$ cat src/rtl/thread_prio_pkg.sv
package thread_prio_pkg;
  localparam int PRIO_BITS  = 8;
  localparam int PRIO_LVLS  = 8;
  localparam int STAT_BITS  = 8;
  localparam int ACK_BITS   = STAT_BITS + PRIO_BITS;
  localparam int NUM_RINGS  = 2;

  typedef enum logic [0:0] {RING_OS = 1'b0, RING_HV = 1'b1} ring_e;

  // exception field per ring: mask of the field and value written when raised
  localparam logic [STAT_BITS-1:0] OS_EXC_MASK = 8'h80;
  localparam logic [STAT_BITS-1:0] OS_EXC_SET  = 8'h80;
  localparam logic [STAT_BITS-1:0] HV_EXC_MASK = 8'hC0;
  localparam logic [STAT_BITS-1:0] HV_EXC_SET  = 8'h40;

  typedef struct packed {
    logic                 post_vld;
    logic [PRIO_BITS-1:0] post_prio;
    logic                 cppr_wr;
    logic [PRIO_BITS-1:0] cppr_data;
    logic                 ack;
  } ring_req_t;

  typedef struct packed {
    logic                 irq;
    logic [PRIO_BITS-1:0] pipr;
    logic                 ack_vld;
    logic [ACK_BITS-1:0]  ack_data;
  } ring_rsp_t;
endpackage

$ cat src/rtl/prio_rst_sync.sv
module prio_rst_sync #(
  parameter int STAGES = 2
) (
  input  logic clk,
  input  logic rst_in_n,
  output logic rst_out_n
);
  logic [STAGES-1:0] sync_q;

  always_ff @(posedge clk or negedge rst_in_n) begin
    if (!rst_in_n) sync_q <= '0;
    else           sync_q <= {sync_q[STAGES-2:0], 1'b1};
  end

  assign rst_out_n = sync_q[STAGES-1];
endmodule

$ cat src/rtl/prio_ring.sv
module prio_ring
  import thread_prio_pkg::*;
#(
  parameter int                    LVLS     = PRIO_LVLS,
  parameter int                    PW       = PRIO_BITS,
  parameter int                    SW       = STAT_BITS,
  parameter logic [STAT_BITS-1:0]  EXC_MASK = OS_EXC_MASK,
  parameter logic [STAT_BITS-1:0]  EXC_SET  = OS_EXC_SET
) (
  input  logic             clk,
  input  logic             rst_n,
  input  logic             post_vld,
  input  logic [PW-1:0]    post_prio,
  input  logic             cppr_wr,
  input  logic [PW-1:0]    cppr_data,
  input  logic             ack,
  output logic             irq,
  output logic [PW-1:0]    pipr,
  output logic             ack_vld,
  output logic [SW+PW-1:0] ack_data
);
  localparam int MAXP = LVLS - 1;

  logic [LVLS-1:0]  ipb_q, ipb_n;
  logic [PW-1:0]    pipr_q, pipr_n;
  logic [PW-1:0]    cppr_q, cppr_n;
  logic [SW-1:0]    nsr_q, nsr_n;
  logic             irq_q, irq_n;
  logic             ack_vld_q;
  logic [SW+PW-1:0] word_q, word_n;
  logic             state_en;

  // one-hot pending bit for a priority; none when out of range
  function automatic logic [LVLS-1:0] prio_bit(input logic [PW-1:0] p);
    logic [LVLS-1:0] m;
    m = '0;
    for (int i = 0; i < LVLS; i++)
      if (p == PW'(i)) m[MAXP - i] = 1'b1;
    return m;
  endfunction

  // leading zero count from the top bit, all ones when empty
  function automatic logic [PW-1:0] best_prio(input logic [LVLS-1:0] v);
    logic [PW-1:0] r;
    r = '1;
    for (int i = 0; i < LVLS; i++)
      if (v[i]) r = PW'(MAXP - i);
    return r;
  endfunction

  assign state_en = post_vld | cppr_wr | ack;

  always_comb begin
    ipb_n  = ipb_q;
    cppr_n = cppr_q;
    nsr_n  = nsr_q;
    irq_n  = irq_q;
    word_n = word_q;
    // step 1: acknowledge
    if (ack) begin
      irq_n = 1'b0;
      if ((nsr_q & EXC_MASK) != '0) begin
        cppr_n = pipr_q;
        ipb_n  = ipb_q & ~prio_bit(pipr_q);
        nsr_n  = nsr_q & ~EXC_MASK;
      end
      word_n = {nsr_q, cppr_n};
    end
    // step 2: current priority write
    if (cppr_wr) cppr_n = cppr_data;
    // step 3: post
    if (post_vld) ipb_n = ipb_n | prio_bit(post_prio);
    pipr_n = best_prio(ipb_n);
    // step 4: exception check on post or priority write
    if ((post_vld || cppr_wr) && (pipr_n < cppr_n)) begin
      nsr_n = nsr_n | EXC_SET;
      irq_n = 1'b1;
    end
  end

  always_ff @(posedge clk or negedge rst_n) begin
    if (!rst_n) begin
      ipb_q  <= '0;
      pipr_q <= '1;
      cppr_q <= '0;
      nsr_q  <= '0;
      irq_q  <= 1'b0;
    end else if (state_en) begin
      ipb_q  <= ipb_n;
      pipr_q <= pipr_n;
      cppr_q <= cppr_n;
      nsr_q  <= nsr_n;
      irq_q  <= irq_n;
    end
  end

  always_ff @(posedge clk or negedge rst_n) begin
    if (!rst_n) begin
      ack_vld_q <= 1'b0;
      word_q    <= '0;
    end else begin
      ack_vld_q <= ack;
      if (ack) word_q <= word_n;
    end
  end

  assign irq      = irq_q;
  assign pipr     = pipr_q;
  assign ack_vld  = ack_vld_q;
  assign ack_data = word_q;
endmodule

$ cat src/rtl/thread_prio_ctx.sv
module thread_prio_ctx
  import thread_prio_pkg::*;
(
  input  logic        clk,
  input  logic        rst_n,
  input  logic        os_post_vld,
  input  logic [7:0]  os_post_prio,
  input  logic        os_cppr_wr,
  input  logic [7:0]  os_cppr_data,
  input  logic        os_ack,
  output logic        os_irq,
  output logic [7:0]  os_pipr,
  output logic        os_ack_vld,
  output logic [15:0] os_ack_data,
  input  logic        hv_post_vld,
  input  logic [7:0]  hv_post_prio,
  input  logic        hv_cppr_wr,
  input  logic [7:0]  hv_cppr_data,
  input  logic        hv_ack,
  output logic        hv_irq,
  output logic [7:0]  hv_pipr,
  output logic        hv_ack_vld,
  output logic [15:0] hv_ack_data
);
  logic      rst_q_n;
  ring_req_t req [NUM_RINGS];
  ring_rsp_t rsp [NUM_RINGS];

  prio_rst_sync #(.STAGES(2)) i_rst_sync (
    .clk       (clk),
    .rst_in_n  (rst_n),
    .rst_out_n (rst_q_n)
  );

  assign req[RING_OS] = '{post_vld: os_post_vld, post_prio: os_post_prio,
                          cppr_wr: os_cppr_wr, cppr_data: os_cppr_data, ack: os_ack};
  assign req[RING_HV] = '{post_vld: hv_post_vld, post_prio: hv_post_prio,
                          cppr_wr: hv_cppr_wr, cppr_data: hv_cppr_data, ack: hv_ack};

  for (genvar g = 0; g < NUM_RINGS; g++) begin : g_ring
    localparam logic [STAT_BITS-1:0] MSK = (g == int'(RING_HV)) ? HV_EXC_MASK : OS_EXC_MASK;
    localparam logic [STAT_BITS-1:0] SET = (g == int'(RING_HV)) ? HV_EXC_SET  : OS_EXC_SET;
    prio_ring #(
      .LVLS(PRIO_LVLS), .PW(PRIO_BITS), .SW(STAT_BITS),
      .EXC_MASK(MSK), .EXC_SET(SET)
    ) i_ring (
      .clk       (clk),
      .rst_n     (rst_q_n),
      .post_vld  (req[g].post_vld),
      .post_prio (req[g].post_prio),
      .cppr_wr   (req[g].cppr_wr),
      .cppr_data (req[g].cppr_data),
      .ack       (req[g].ack),
      .irq       (rsp[g].irq),
      .pipr      (rsp[g].pipr),
      .ack_vld   (rsp[g].ack_vld),
      .ack_data  (rsp[g].ack_data)
    );
  end

  assign os_irq      = rsp[RING_OS].irq;
  assign os_pipr     = rsp[RING_OS].pipr;
  assign os_ack_vld  = rsp[RING_OS].ack_vld;
  assign os_ack_data = rsp[RING_OS].ack_data;
  assign hv_irq      = rsp[RING_HV].irq;
  assign hv_pipr     = rsp[RING_HV].pipr;
  assign hv_ack_vld  = rsp[RING_HV].ack_vld;
  assign hv_ack_data = rsp[RING_HV].ack_data;
endmodule

$ cat config.mk
export PLATFORM = sky130hd
export DESIGN_NAME = thread_prio_ctx
export DESIGN_NICKNAME = d
export VERILOG_FILES = /design/src/rtl/thread_prio_pkg.sv /design/src/rtl/prio_rst_sync.sv /design/src/rtl/prio_ring.sv /design/src/rtl/thread_prio_ctx.sv
export SDC_FILE = /design/constraint.sdc
export NUM_CORES = 1
export LEC_CHECK = 0
export BUFFER_PORTS_ARGS = -buffer_cell sky130_fd_sc_hd__buf_2
export CAP_MARGIN = 5
export CORE_ASPECT_RATIO = 0.8
export CORE_UTILIZATION = 50
export DETAILED_ROUTE_END_ITERATION = 16
export PLACE_DENSITY = 0.79
export SYNTH_ARGS = -nofsm -noshare
export SYNTH_HDL_FRONTEND = slang
export SYNTH_SLANG_ARGS = --single-unit
$ cat constraint.sdc
create_clock -name clk -period 2.7 [get_ports clk]
set_clock_uncertainty 0.05 [all_clocks]
set_input_delay 0 -clock clk [delete_from_list [all_inputs] [get_ports clk]]
set_output_delay 0 -clock clk [all_outputs]
set_load 0.05 [all_outputs]
==> flow_metrics.py <==
metrics = {
    "grt": {
        "antenna_found_initial": 0,
        "grt_max_degree": 48,
        "grt_overflow": 0,
        "first_global_vias": 3443,
        "grtUsageTotal": 0.271,
        "grt_first_pass_wirelength_um": 16300,
    },
    "route": {
        "vias": 3513,
        "drtIter0Drc": 174,
        "vias_per_cell": 5.52,
        "drc_errors": 0,
        "wl_per_cell_um": 15.9,
        "finalWirelength_um": 10100,
        "antenna_left": 0,
        "drt_pass1_iterations": 4,
    },
    "synthesis": {
        "ys_ff_latch": 66,
        "synthFlopType": "dfrtp_1",
        "yosysSeqAreaShare": 0.455,
        "syn_area_um2": 3650,
        "synth-edff-count": 0,
        "yosysWarnings": 0,
        "netlist_instances": 392,
        "postSynthAreaPerCell_um2": 9.32,
        "async_reset_ff_frac": 1.00,
        "ys_top_cells_by_area": "dfrtp_1, a21oi_1, dfstp_2",
        "yosys.area.top_type": "dfrtp_1",
        "synthDistinctLibCells": 52,
        "netlist.area_leader.share": 0.397,
    },
    "sta": {
        "tightest_slew_ns": 1.05,
        "setup_violations": 4,
        "hold_violations": 0,
        "relSlewSlack": 0.302,
        "post-route-period-util": 1.18,
        "layout_setup_ws_ns": -0.497,
        "rsz0062_at_grt": "yes",
        "finalSetupTns_ns": -1.89,
        "whs_ns": 0.0181,
        "fmax_mhz": 313,
        "slew_violations": 0,
        "period_minus_slack_ns": 3.20,
    },
    "power_and_ir_drop": {
        "pwr-share-seq": 0.265,
        "pwr-share-comb": 0.575,
        "clockPowerShare": 0.160,
        "swShare": 0.471,
        "p_per_area_nw_per_um2": 1100,
        "intPower_mw": 3.03,
        "power.total_mw": 5.73,
        "power_leakage_nw": 2.48,
        "power.switching_mw": 2.70,
        "ir_worst_vdd_mv": 0.684,
    },
    "finish": {
        "fin_cells": 636,
        "utilization": 0.746,
        "fin_nets": 598,
        "final_area_um2": 5190,
        "synthToLayoutAreaGrowth_pct": 42.1,
        "drive_above_1_share": 0.381,
        "mostFrequentLayoutCell": "buf_2",
        "n_antenna_cell": 0,
        "mostFrequentLayoutCells": "buf_2, buf_4, dfrtp_1",
    },
    "worst_setup_path": {
        "endpoint_kind": "flop",
        "worstPathRequired_ns": 2.93,
        "crit_fanout": 5,
        "crit_type": "flop to flop",
        "start_kind": "flop",
        "crit-reg2reg-launch": "g_ring[1].i_ring.pipr[2]",
        "crit_start": "g_ring[1].i_ring.pipr[2]",
        "arrival_ns": 3.43,
    },
    "floorplan": {
        "io-pin-count": 92,
        "die_h_um": 78.4,
        "die_width_um": 97.6,
        "initial_utilization": 0.525,
        "core_um2": 6960,
        "dieArea_um2": 7650,
        "rows": 27,
    },
    "place": {
        "dpl-instance-area_um2": 4450,
        "routabilityCongestion": 0.937,
        "dp_hpwl_um": 6740,
        "place_inst": 581,
        "portBuffers": 77,
        "post-place-ws_ns": -0.532,
    },
    "run_status": {
        "status": "finished with violations",
        "violations": "setup timing",
    },
    "min_path": {
        "hold_class": "input port to flop",
        "min-delay-start": "hv_ack",
    },
    "clocking": {
        "cts-root-buf": "clkbuf_8",
        "insertion_delay_ns": 0.35,
        "cts_buffer_depth": 2,
        "path_clk_slew_ns": 0.07,
        "numCtsBuffers": 9,
        "htree_levels": 3,
        "cts.sink_count": 66,
        "cts_tree": "yes",
    },
    "run": {
        "drv_cap": 0,
    },
}
-- Yosys cell counts, types with 2 or more instances --
cell type / n
or3b_2: 2
mux2_2: 2
a21o_1: 2
nand3_1: 3
nor2b_1: 4
a22o_1: 2
a211oi_1: 4
buf_4: 24
nor4_1: 8
ha_1: 14
nor3_1: 6
o31ai_1: 6
nand4b_1: 2
nand2_1: 31
dfrtp_1: 58
clkbuf_1: 8
nand4bb_1: 2
and2_1: 2
dfstp_2: 8
nand2b_1: 7
inv_1: 32
conb_1: 2
o221ai_1: 2
a311oi_1: 2
o41ai_1: 2
nand3b_1: 3
a21oi_1: 44
o21ai_0: 30
o21ai_2: 2
o31a_1: 2
o21a_1: 6
o21ai_1: 2
mux2i_1: 11
o311ai_1: 2
and3_1: 5
o311ai_0: 2
or3_1: 4
buf_2: 2
or4_4: 3
a2111oi_0: 2
nor2_1: 26
-- flip-flops by register name, summed over array words and instances, names as in the netlist --
register / flops
g_ring.i_ring.pipr: 8
g_ring.i_ring.nsr_q: 2
i_rst_sync.sync_q: 2
g_ring.i_ring.irq: 2
g_ring.i_ring.ipb_q: 16
g_ring.i_ring.cppr_q: 16
g_ring.i_ring.ack_data: 18
g_ring.i_ring.ack_vld: 2
-- power groups by stage --
stage,clock network (mW),logic [mW],registers (mW)
detailed placement,0,2.91,1.51
finish,0.917,3.30,1.52
CTS,0.930,3.09,1.50
floorplan,0,1.58,2.12
global placement,0,2.84,1.50
global route,0.970,3.53,1.56
-- routing by layer --
layer / wire, µm / track usage
met4: 243 / 0.113
met1: 4330 / 0.336
met3: 554 / 0.0543
met5: 0 / 0
met2: 4960 / 0.462
-- cells by family (layout without fill, tap and decap cells) --
group / count (synthesis) / in the layout / synth area share
flops: 66 / 66 / 0.455
simple gates: 112 / 112 / 0.164
other cells: 2 / 15 / 0.00206
fa+ha+maj: 14 / 14 / 0.0480
buf+inv: 66 / 210 / 0.0932
compound gates: 119 / 119 / 0.201
mux: 13 / 13 / 0.0363
-- timing repair --
item | in CTS | in global routing
resized for setup | 12 | 22
setup buffers | 8 | 6
endpoints found under the hold margin | 24 | 0
pin swaps | 9 | 8
hold buffers | 25 | 0
setup endpoints to repair | 4 | 4
-- path summary, 6_finish.rpt --
check                      slack [ns]                      endpoint  cells after the start
setup / recovery                -0.50     g_ring[1].i_ring.nsr_q[6]                     11
hold / removal                   0.02      g_ring[1].i_ring.ack_vld                      2
setup reg to reg                -0.50     g_ring[1].i_ring.nsr_q[6]                     11
hold reg to reg                  0.31          i_rst_sync.sync_q[1]                      0
max in group asynchronous        1.39  g_ring[0].i_ring.ack_data[5]                      1
min in group asynchronous        0.41     g_ring[0].i_ring.ipb_q[2]                      0
-- area by class of cell --
cell class	instances	area, µm²
fill	472	1770
timing repair buffer	162	1090
clock inverter	7	93.8
clock buffer	9	124
sequential	66	1670
tap	87	109
inverter	32	120
multi-input combinational	273	1980
-- critical path, cell delays in order (launching register included) --
cell      delay (ns)
dfstp_4         0.65
inv_1           0.08
o41ai_4         0.34
o311ai_2        0.19
or3_4           0.39
nor2_4          0.16
buf_4           0.15
ha_2            0.31
and4_4          0.21
a211oi_4        0.32
nor4_2          0.11
a21oi_1         0.15
Power figures use the tool's default switching activity.
